--- src/rtl/sso_pkg.sv ---
package sso_pkg;
  typedef enum logic [1:0] {
    BT_DISC = 2'b00,
    BT_DIFF = 2'b01,
    BT_ANLG = 2'b10,
    BT_RSVD = 2'b11
  } board_t;

  typedef enum logic [1:0] {
    DM_HOLD  = 2'b00,
    DM_LOW   = 2'b01,
    DM_HIGH  = 2'b10,
    DM_HOLD2 = 2'b11
  } dmode_t;
endpackage

--- src/rtl/sso_ctrl_reg.sv ---
module sso_ctrl_reg #(
  parameter int REG_W   = 16,
  parameter int NUM_GRP = 4
) (
  input  logic             clk_i,
  input  logic             rst_ni,
  input  logic             cfg_we_i,
  input  logic             rt_we_i,
  input  logic [REG_W-1:0] wr_data_i,
  output logic [REG_W-1:0] rdata_o
);
  localparam logic [REG_W-1:0] GRP_MASK = REG_W'((1 << NUM_GRP) - 1);

  logic [REG_W-1:0] ctrl_q;

  // only the configuration strobe loads; the runtime strobe is rejected
  always_ff @(posedge clk_i or negedge rst_ni) begin
    if (!rst_ni)       ctrl_q <= '0;
    else if (cfg_we_i) ctrl_q <= wr_data_i & GRP_MASK;
  end

  assign rdata_o = ctrl_q;

  AST_CFG_LOAD: assert property (@(posedge clk_i) disable iff (!rst_ni)
    cfg_we_i |=> rdata_o[NUM_GRP-1:0] == $past(wr_data_i[NUM_GRP-1:0]));
  AST_RT_IGNORED: assert property (@(posedge clk_i) disable iff (!rst_ni)
    (rt_we_i && !cfg_we_i) |=> $stable(rdata_o));
endmodule

--- src/rtl/sso_hold_bank.sv ---
module sso_hold_bank #(
  parameter int DW = 16
) (
  input  logic          clk_i,
  input  logic          rst_ni,
  input  logic          run_i,
  input  logic [DW-1:0] data_i,
  output logic [DW-1:0] hold_o
);
  logic [DW-1:0] hold_q;

  // tracks data while running; freezes on the first stopped edge
  always_ff @(posedge clk_i or negedge rst_ni) begin
    if (!rst_ni)    hold_q <= '0;
    else if (run_i) hold_q <= data_i;
  end

  assign hold_o = hold_q;

  AST_HOLD_FROZEN: assert property (@(posedge clk_i) disable iff (!rst_ni)
    !run_i |=> $stable(hold_o));
  AST_HOLD_TRACK: assert property (@(posedge clk_i) disable iff (!rst_ni)
    run_i |=> hold_o == $past(data_i));
endmodule

--- src/rtl/sso_grp_mux.sv ---
module sso_grp_mux
  import sso_pkg::*;
#(
  parameter int GRP_W = 8
) (
  input  logic             run_i,
  input  logic             rst_off_i,
  input  board_t           btype_i,
  input  dmode_t           dmode_i,
  input  logic [GRP_W-1:0] data_i,
  input  logic [GRP_W-1:0] hold_i,
  output logic [GRP_W-1:0] drv_o,
  output logic             oe_o
);
  always_comb begin
    drv_o = '0;
    oe_o  = 1'b1;
    if (run_i) begin
      drv_o = data_i;
    end else if (!rst_off_i) begin
      // reset issued: off, zero code, or released
      if (btype_i == BT_DIFF) oe_o = 1'b0;
    end else if (btype_i == BT_DIFF) begin
      unique case (dmode_i)
        DM_LOW:  drv_o = '0;
        DM_HIGH: drv_o = '1;
        default: drv_o = hold_i;
      endcase
    end else begin
      drv_o = hold_i;
    end
  end
endmodule

--- src/rtl/stop_safe_out.sv ---
module stop_safe_out
  import sso_pkg::*;
#(
  parameter int REG_W   = 16,
  parameter int NUM_GRP = 4,
  parameter int GRP_W   = 8
) (
  input  logic                     clk_i,
  input  logic                     rst_ni,
  input  logic                     cfg_we_i,
  input  logic                     rt_we_i,
  input  logic [REG_W-1:0]         wr_data_i,
  output logic [REG_W-1:0]         cfg_rdata_o,
  input  logic                     run_i,
  input  logic [1:0]               diff_mode_i,
  input  logic [2*NUM_GRP-1:0]     board_type_i,
  input  logic [NUM_GRP*GRP_W-1:0] grp_data_i,
  output logic [NUM_GRP*GRP_W-1:0] drv_o,
  output logic [NUM_GRP-1:0]       drv_oe_o
);
  localparam int DW = NUM_GRP * GRP_W;

  logic [REG_W-1:0] ctrl;
  logic [DW-1:0]    hold;

  sso_ctrl_reg #(.REG_W(REG_W), .NUM_GRP(NUM_GRP)) u_ctrl (
    .clk_i    (clk_i),
    .rst_ni   (rst_ni),
    .cfg_we_i (cfg_we_i),
    .rt_we_i  (rt_we_i),
    .wr_data_i(wr_data_i),
    .rdata_o  (ctrl)
  );

  sso_hold_bank #(.DW(DW)) u_hold (
    .clk_i (clk_i),
    .rst_ni(rst_ni),
    .run_i (run_i),
    .data_i(grp_data_i),
    .hold_o(hold)
  );

  assign cfg_rdata_o = ctrl;

  for (genvar g = 0; g < NUM_GRP; g++) begin : g_grp
    board_t btype;
    assign btype = board_t'(board_type_i[2*g +: 2]);

    sso_grp_mux #(.GRP_W(GRP_W)) u_mux (
      .run_i    (run_i),
      .rst_off_i(ctrl[g]),
      .btype_i  (btype),
      .dmode_i  (dmode_t'(diff_mode_i)),
      .data_i   (grp_data_i[g*GRP_W +: GRP_W]),
      .hold_i   (hold[g*GRP_W +: GRP_W]),
      .drv_o    (drv_o[g*GRP_W +: GRP_W]),
      .oe_o     (drv_oe_o[g])
    );

    AST_RUN_PASS: assert property (@(posedge clk_i) disable iff (!rst_ni)
      run_i |-> (drv_o[g*GRP_W +: GRP_W] == grp_data_i[g*GRP_W +: GRP_W]) && drv_oe_o[g]);
    AST_Z_ONLY_DIFF: assert property (@(posedge clk_i) disable iff (!rst_ni)
      !drv_oe_o[g] |-> (!run_i && btype == BT_DIFF && !ctrl[g]));
    AST_ANLG_ZERO: assert property (@(posedge clk_i) disable iff (!rst_ni)
      (!run_i && btype == BT_ANLG && !ctrl[g]) |-> drv_o[g*GRP_W +: GRP_W] == '0);
  end

  AST_RST_CLEAR: assert property (@(posedge clk_i)
    $rose(rst_ni) |-> cfg_rdata_o == '0);
endmodule

--- config.mk ---
export PLATFORM = sky130hd
export DESIGN_NAME = stop_safe_out
export DESIGN_NICKNAME = d
export VERILOG_FILES = /design/src/rtl/sso_pkg.sv /design/src/rtl/sso_ctrl_reg.sv /design/src/rtl/sso_hold_bank.sv /design/src/rtl/sso_grp_mux.sv /design/src/rtl/stop_safe_out.sv
export SDC_FILE = /design/constraint.sdc
export NUM_CORES = 1
export LEC_CHECK = 0
export BUFFER_PORTS_ARGS = -buffer_cell sky130_fd_sc_hd__buf_4
export CORE_MARGIN = 5
export CORE_UTILIZATION = 30
export DETAILED_ROUTE_END_ITERATION = 7
export SETUP_SLACK_MARGIN = 0.02
export SLEW_MARGIN = 20
export SYNTH_ARGS = -nofsm -noshare
export SYNTH_HDL_FRONTEND = slang
export SYNTH_SLANG_ARGS = --single-unit
export TNS_END_PERCENT = 1
--- constraint.sdc ---
create_clock -name clk_i -period 2.58 [get_ports clk_i]
set_input_delay 0.387 -clock clk_i [delete_from_list [all_inputs] [get_ports clk_i]]
set_output_delay 0.387 -clock clk_i [all_outputs]
set_load 0.005 [all_outputs]
---- Yosys cells after proc, flatten, opt, wreduce, memory -nomap -nowiden ----
Cells that the tools add are included.
Widths: inputs -> output; s select.
operators by class
  equal/unequal tests ..................... 6
  mux-type cells .......................... 28
operator list
  kind                count
  $mux 8              12
  $pmux 8 s2          4
  $mux 1              12
  $eq 2x1->1 const B  5
  $eq 2x2->1 const B  1
storage, ports and cells
  bits in registers ....................... 36
  output and inout port bits .............. 52
  bits of input ports ..................... 63
  word-level logic and storage cells ...... 36

---- Depth between registers and ports, before layout ----
Gate-level depths: netlist of the first run.
  depth after elaboration ................. 5
  depth in mapped cells ................... 7
  gate-level depth less buffers ........... 5

---- Modules after synthesis ----
A second synthesis of the first run with hierarchy kept.
second synthesis, totals
  cells, all modules ...................... 218
  area, all modules ....................... 2439.8 um^2
by module, submodules not included
  module                            instances  cells an instance  sequential area each (um^2)  area each (um^2)
  sso_hold_bank                     1          68                 800.8                        1345.0
  sso_grp_mux (g_grp[0].u_mux ...)  3          32                 0.0                          222.7
  sso_ctrl_reg                      1          21                 100.1                        239.0
  sso_grp_mux (g_grp[3].u_mux)      1          33                 0.0                          187.7

---- Worst setup path before layout of the first run ----
OpenSTA, ideal clock, no wires.
  path kind ............................... input-to-output
  start ................................... in diff_mode_i[0]
  end ..................................... out drv_o[30]
  data arrival time ....................... 1.566 ns
  slack ................................... 0.627 ns
  stages on the path ...................... 5
  required time ........................... 2.193 ns
  path buffers ............................ 1
  cell sequence ........................... inv_1 -> ha_1 -> buf_6 -> o311a_4 -> a221o_1
on the way
  longest elaborated chain between the ends .. 5
  elaborated cells on any way between the ends .. 6
  those cells by class .................... eq/ne: 2; mux: 4
RTL lines
  what                                             line                 RTL
  start, declared                                  stop_safe_out.sv:15  input logic [1:0] diff_mode_i,
  $eq 2x2->1 / $eq 2x1->1 (equally long branches)  sso_grp_mux.sv:24    unique case (dmode_i)
  $pmux 8 s2 *                                     sso_grp_mux.sv:24
  $mux 8 *                                         sso_grp_mux.sv:23    end else if (btype_i == BT_DIFF) begin
  $mux 8 *                                         sso_grp_mux.sv:20    end else if (!rst_off_i) begin
  $mux 8 *                                         sso_grp_mux.sv:18    if (run_i) begin
  end, declared                                    stop_safe_out.sv:18  output logic [NUM_GRP*GRP_W-1:0] drv_o,
Every way passes the cells marked *; elsewhere a longest branch is shown, timed or not.

---- Worst setup path in the final report of the first run ----
Ends and elaborated chain as after synthesis.

==> impl_metrics.tcl, run 1 <==
set metrics [dict create \
    placed_cells 356 \
    power-per-cell-area_nw_per_um2 508.9 \
    ys.flop_type "dfrtp_1" \
    grtUsageMet1 0.1545 \
    antennaDiodeCount 0 \
    period_needed_ns 2.327 \
    fmax_mhz 429.8 \
    vias_per_cell 4.753 \
    cp.arrival_ns 1.94 \
    fp.dieW_um 92.35 \
    grt_use_met3 0.06255 \
    cp.required_ns 2.19 \
    route.detailed.drc 0 \
    worst-path-max-fanout 8 \
    place.gp.congestion 0.6827 \
    setup_slack_ns 0.2535 \
    io_buffer_count 89 \
    cts.path.max_buffers 2 \
    initialDrtViolationCount 36 \
    path_class "in -> out" \
    num_vias 1730 \
    combPwrFrac 0.241 \
    syn_avg_cell_area_um2 9.973 \
    first_global_vias 1739 \
    die_y_um 92.35 \
    synth_top_area_frac 0.4428 \
    worstSkewPairLatency_ns 0.28 \
    fin_tns_setup_ns 0 \
    drv_cap 0 \
    die_area_um2 8529 \
    yosysTopAreaCell "dfrtp_1" \
    power.total_w 0.001398 \
    cp-end-kind "primary output" \
    drt_wl_total_um 5151 \
    dr.pass1.iters 4 \
    cts_resized 0 \
    track_usage 0.1203 \
    synth_edf_count 0 \
    syn_to_final_growth_pct 35.06 \
    synth_cell_types 22 \
    tightest_slew_ns 0.5236 \
    ys_top_cells_by_area "dfrtp_1 (44%), mux2_2 (11%), a221o_1 (7.9%)" \
    fin_crit_sh 0.9018 \
    p_switching_w 0.0003672 \
    hpwl_um 3897 \
    grt-busiest-layer "met2" \
    cts_setup_buffers 0 \
    async_flop_share 1.000 \
    syn_inst 204 \
    status "completed" \
    clk_pin_slew_worst_paths_ns 0.07 \
    hold_path_class "in -> async" \
    nFillCells 680 \
    grt_max_degree 39 \
    clockRootBuffer "clkbuf_8" \
    synth_common_cells "dfrtp_1 (36), o21ai_0 (32), buf_4 (20), inv_1 (20), mux2_2 (20)" \
    seqPwrFrac 0.465 \
    slew_headroom 0.6494 \
    finalSetupViolCount 0 \
    fin_cells 364 \
    grt-ovfl-total 0 \
    p_sw_frac 0.2626 \
    hold_violations 0 \
    skew_ns 0 \
    ir_drop_mv 0.3342 \
    rsz0062_at_grt "no" \
    synth.cell_area_um2 2034 \
    p_clk_frac 0.294 \
    seq_area_frac_synth 0.4428 \
    cts_max_level 2 \
    cts_made_buffers 5 \
    synth_seq_cells 36 \
    wl_per_cell_um 14.15 \
    num_rows 30 \
    cp-start-kind "primary input" \
    yosysWarnings 0 \
    grtUsageMet2 0.1728 \
    p_int_w 0.001031 \
    yosysMostFrequentCell "dfrtp_1" \
    cts_tree "built" \
    drive_gt1_frac 0.4366 \
    nets 347 \
    antenna_found_initial 0 \
    postRouteAntennaNets 0 \
    clkSinkCount 36 \
    grt_pass1_wl_um 8211 \
    io_pins 115 \
    hold_buffers 0 \
    coreArea_um2 6681 \
    pre_cts_slack_ns 0.1931 \
    timing.hold.ws_ns 0.05382 \
    leakage_nw 1.342 \
    initial_core_util 0.3045 \
    drv_slew 0 \
]
[registers in the layout (all words and copies together) (netlist names)]
register,count
u_hold.hold_o,32
u_ctrl.rdata_o,4
[worst paths after layout]
kind / endpoint / start / slack, ns / cells past startpoint
worst min-delay path: u_hold.hold_o[18] / rst_ni / 0.05 / 1
min in group clk_i: u_hold.hold_o[15] / grp_data_i[15] / 0.33 / 3
worst max register to register: u_ctrl.rdata_o[0] / u_ctrl.rdata_o[0] / 1.76 / 1
worst min register to register: u_hold.hold_o[25] / u_hold.hold_o[25] / 0.51 / 1
worst max-delay path: drv_o[30] / diff_mode_i[0] / 0.25 / 7
max in group asynchronous: u_hold.hold_o[5] / rst_ni / 2.19 / 1
[logic make-up after synthesis]
family,count (synthesis),share of synthesized area
buffers and inverters,51,0.1396
DFF,36,0.4428
other,1,0.001843
and+or+nand+nor,43,0.1045
AOI/OAI and AO/OA,52,0.1943
adders and majority gates,1,0.006149
muxes,20,0.1107
[cells in the final DEF, fill, tap and decap left out, drive strengths merged]
master / instances
clkbuf: 8
buf: 92
nand2b: 2
nand2: 16
a221o: 16
or4: 2
mux2: 20
o21ai: 32
dfrtp: 36
or3: 2
nor2: 16
and4b: 2
conb: 12
nor3b: 3
ha: 1
inv: 20
o311a: 2
o311ai: 2
[critical path, stage by stage]
cell,delay (ns)
buf_4,0.08
inv_1,0.03
ha_1,0.43
nor3b_1,0.29
and4b_1,0.44
a221o_1,0.17
buf_4,0.11
[layer usage]
metal  routed length [µm]  share of wire
met5                    0              0
met4                   72          0.014
met3                  636           0.12
met2                 2216           0.43
met1                 2226           0.43
[stage by stage]
stage               area (µm²)  utilization
global route              2748       0.4112
floorplan                 2076            -
detailed placement        2658       0.3978
global placement          2658       0.3978
finish                    2748       0.4112
CTS                       2748       0.4112
[power groups by stage]
stage / registers [W] / logic, W / clock network [W]
4_1_cts: 0.000651 / 0.000345 / 0.000435
2_1_floorplan: 0.000652 / 0.000185 / 0
3_5_place_dp: 0.000662 / 0.000343 / 0
5_1_grt: 0.000657 / 0.000379 / 0.000458
6_report: 0.000650 / 0.000338 / 0.000411
3_3_place_gp: 0.000659 / 0.000339 / 0
[cell type report]
type / instances / area, µm² / share of cell area
Clock buffer: 8 / 90.09 / 0.03279
Inverter: 20 / 75.07 / 0.02732
Multi-Input combinational cell: 128 / 890.9 / 0.3242
Sequential cell: 36 / 900.9 / 0.3279
Tap cell: 80 / 100.1 / 0.03643
Timing Repair Buffer: 92 / 690.7 / 0.2514
(Power assumes the default switching activity.)
==> inputs of run 2 (changes only) <==
--- a/config.mk
+++ b/config.mk
@@ -9,6 +9,7 @@
 export CORE_MARGIN = 5
 export CORE_UTILIZATION = 30
 export DETAILED_ROUTE_END_ITERATION = 7
+export PLACE_DENSITY = 0.69
 export SETUP_SLACK_MARGIN = 0.02
 export SLEW_MARGIN = 20
 export SYNTH_ARGS = -nofsm -noshare
==> constraint.sdc (replaced) <==
create_clock -name clk_i -period 2.58 [get_ports clk_i]
set_input_delay 0 -clock clk_i [delete_from_list [all_inputs] [get_ports clk_i]]
set_output_delay 0 -clock clk_i [all_outputs]
set_load 0.005 [all_outputs]
==> run 2 against run 1 <==
Die area stayed put. First-iteration DRC count is 67% higher. Non-clock buffer count is 35 higher. Critical path type unchanged. Largest power group unchanged.
==> impl_metrics.tcl, run 2 (synthesis results as in run 1) <==
set metrics [dict create \
    grt_max_degree 71 \
    finalInstanceArea_um2 3105 \
    wl_per_cell_um 13.97 \
    hold_violations 0 \
    final_cell_mix "buf_4 (89), dlygate4sd3_1 (38), dfrtp_1 (36), o21ai_0 (32)" \
    cp-start-kind "primary input" \
    die_y_um 92.35 \
    fmax_mhz 628.3 \
    worstRegToRegCells 2 \
    syn_to_final_growth_pct 52.64 \
    cp.arrival_ns 1.59 \
    slew_headroom 0.5557 \
    hold_end "u_ctrl.rdata_o[1]" \
    p_switching_w 0.0003687 \
    pre_cts_slack_ns 0.9813 \
    initialDrtViolationCount 60 \
    p_int_w 0.001066 \
    p_sw_frac 0.2570 \
    clk_pin_slew_worst_paths_ns 0.06 \
    tightest_slew_ns 0.6664 \
    antenna_found_initial 0 \
    die_area_um2 8529 \
    ir_drop_mv 0.2590 \
    combPwrFrac 0.267 \
    initial_core_util 0.3045 \
    first_global_vias 1884 \
    regToRegEndpoint "u_ctrl.rdata_o[3]" \
    hold_path_class "in -> reg" \
    clockRootBuffer "clkbuf_8" \
    grt_pass1_wl_um 8894 \
    rsz0062_at_grt "no" \
    finalSetupViolCount 0 \
    hpwl_um 3837 \
    place.gp.congestion 0.7469 \
    path_class "in -> out" \
    cp.required_ns 2.58 \
    place_area_um2 2635 \
    nets 382 \
    power-per-cell-area_nw_per_um2 462.0 \
    fin_tns_setup_ns 0 \
    grt-ovfl-total 0 \
    drv_cap 0 \
    drv_slew 0 \
    cts_max_level 2 \
    cts_resized 0 \
    fp.dieW_um 92.35 \
    final_common_cell "buf_4" \
    nFillCells 625 \
    largest_register_ffs 32 \
    drt_wl_total_um 5575 \
    track_usage 0.1299 \
    num_rows 30 \
    vias_per_cell 4.612 \
    io_pins 115 \
    leakage_nw 1.487 \
    io_buffer_count 89 \
    clkSinkCount 36 \
    p_clk_frac 0.279 \
    cts_tree "built" \
    dr.pass1.iters 4 \
    setup_slack_ns 0.9885 \
    skew_ns 0 \
    whs_path_depth 2 \
    cts_setup_buffers 0 \
    cts_made_buffers 5 \
    fin_crit_sh 0.6169 \
    period_needed_ns 1.592 \
    antennaDiodeCount 0 \
    num_vias 1840 \
    cp-end-kind "primary output" \
    hp-start "cfg_we_i" \
    r2r_setup_slack_ns 1.21 \
    worstSkewPairLatency_ns 0.27 \
    postRouteAntennaNets 0 \
    drive_gt1_frac 0.3793 \
    status "completed" \
    r2r_start "u_ctrl.rdata_o[3]" \
    cts.path.max_buffers 2 \
    coreArea_um2 6681 \
    seqPwrFrac 0.454 \
    route.detailed.drc 0 \
    worst-path-max-fanout 8 \
]
## run 2: changes by cell type in the layout (fill, tap and decap cells not counted)
cell | before | now
buf_4 | 92 | 89
dlygate4sd3_1 | 0 | 38
## run 2: timing repair
item | in CTS | in global routing
hold buffers | 38 | 0
setup endpoints to repair | 0 | 0
hold endpoints to repair | 72 | 0
## run 2: per-layer routing
layer  routed length, µm  GRT usage
met1                2283     0.1447
met4                  21    0.03218
met2                2812     0.2332
met3                 457    0.04793
met5                   0          0
## run 2: how the worst max path moves through the flow
stage	start	end	slack [ns]	cells after the start
4_1_cts	diff_mode_i[0]	drv_o[16]	0.98	7
3_5_place_dp	diff_mode_i[0]	drv_o[26]	0.98	7
2_1_floorplan	diff_mode_i[0]	drv_o[30]	1.40	5
3_3_place_gp	diff_mode_i[0]	drv_o[26]	0.96	7
6_report	diff_mode_i[0]	drv_o[23]	0.99	7
5_1_grt	diff_mode_i[0]	drv_o[23]	0.85	7
## run 2: area by class of cell
cell class | count | area (µm²) | share of cell area
Clock buffer | 8 | 90.09 | 0.02901
Sequential cell | 36 | 900.9 | 0.2901
Timing Repair Buffer | 127 | 1049 | 0.3376
Inverter | 20 | 75.07 | 0.02417
Multi-Input combinational cell | 128 | 890.9 | 0.2869
Tap cell | 80 | 100.1 | 0.03223
## run 2: per-stage QoR
step,util,power [W],cells,hold WS [ns]
2_1_floorplan,-,0.0008375,215,-0.2956
3_3_place_gp,0.3944,0.0009917,353,-0.01042
3_5_place_dp,0.3944,0.001000,353,-0.01012
4_1_cts,0.4648,0.001460,399,0.003209
5_1_grt,0.4648,0.001524,399,0.002631
6_report,0.4648,0.001435,399,0.01216
## run 2: power groups by stage
| stage | Combinational (W) | Clock [W] | Sequential (W) |
|---|---|---|---|
| 2_1_floorplan | 0.000185 | 0 | 0.000652 |
| 3_3_place_gp | 0.000333 | 0 | 0.000659 |
| 3_5_place_dp | 0.000338 | 0 | 0.000662 |
| 4_1_cts | 0.000387 | 0.000422 | 0.000651 |
| 5_1_grt | 0.000425 | 0.000440 | 0.000659 |
| 6_report | 0.000383 | 0.000400 | 0.000652 |
## run 2: worst max-delay path, cell delays in order
cell and delay (ns):
buf_4 0.08, inv_1 0.03, ha_1 0.43, nor3b_1 0.28, and4b_1 0.45, a221o_1 0.20, buf_4 0.12
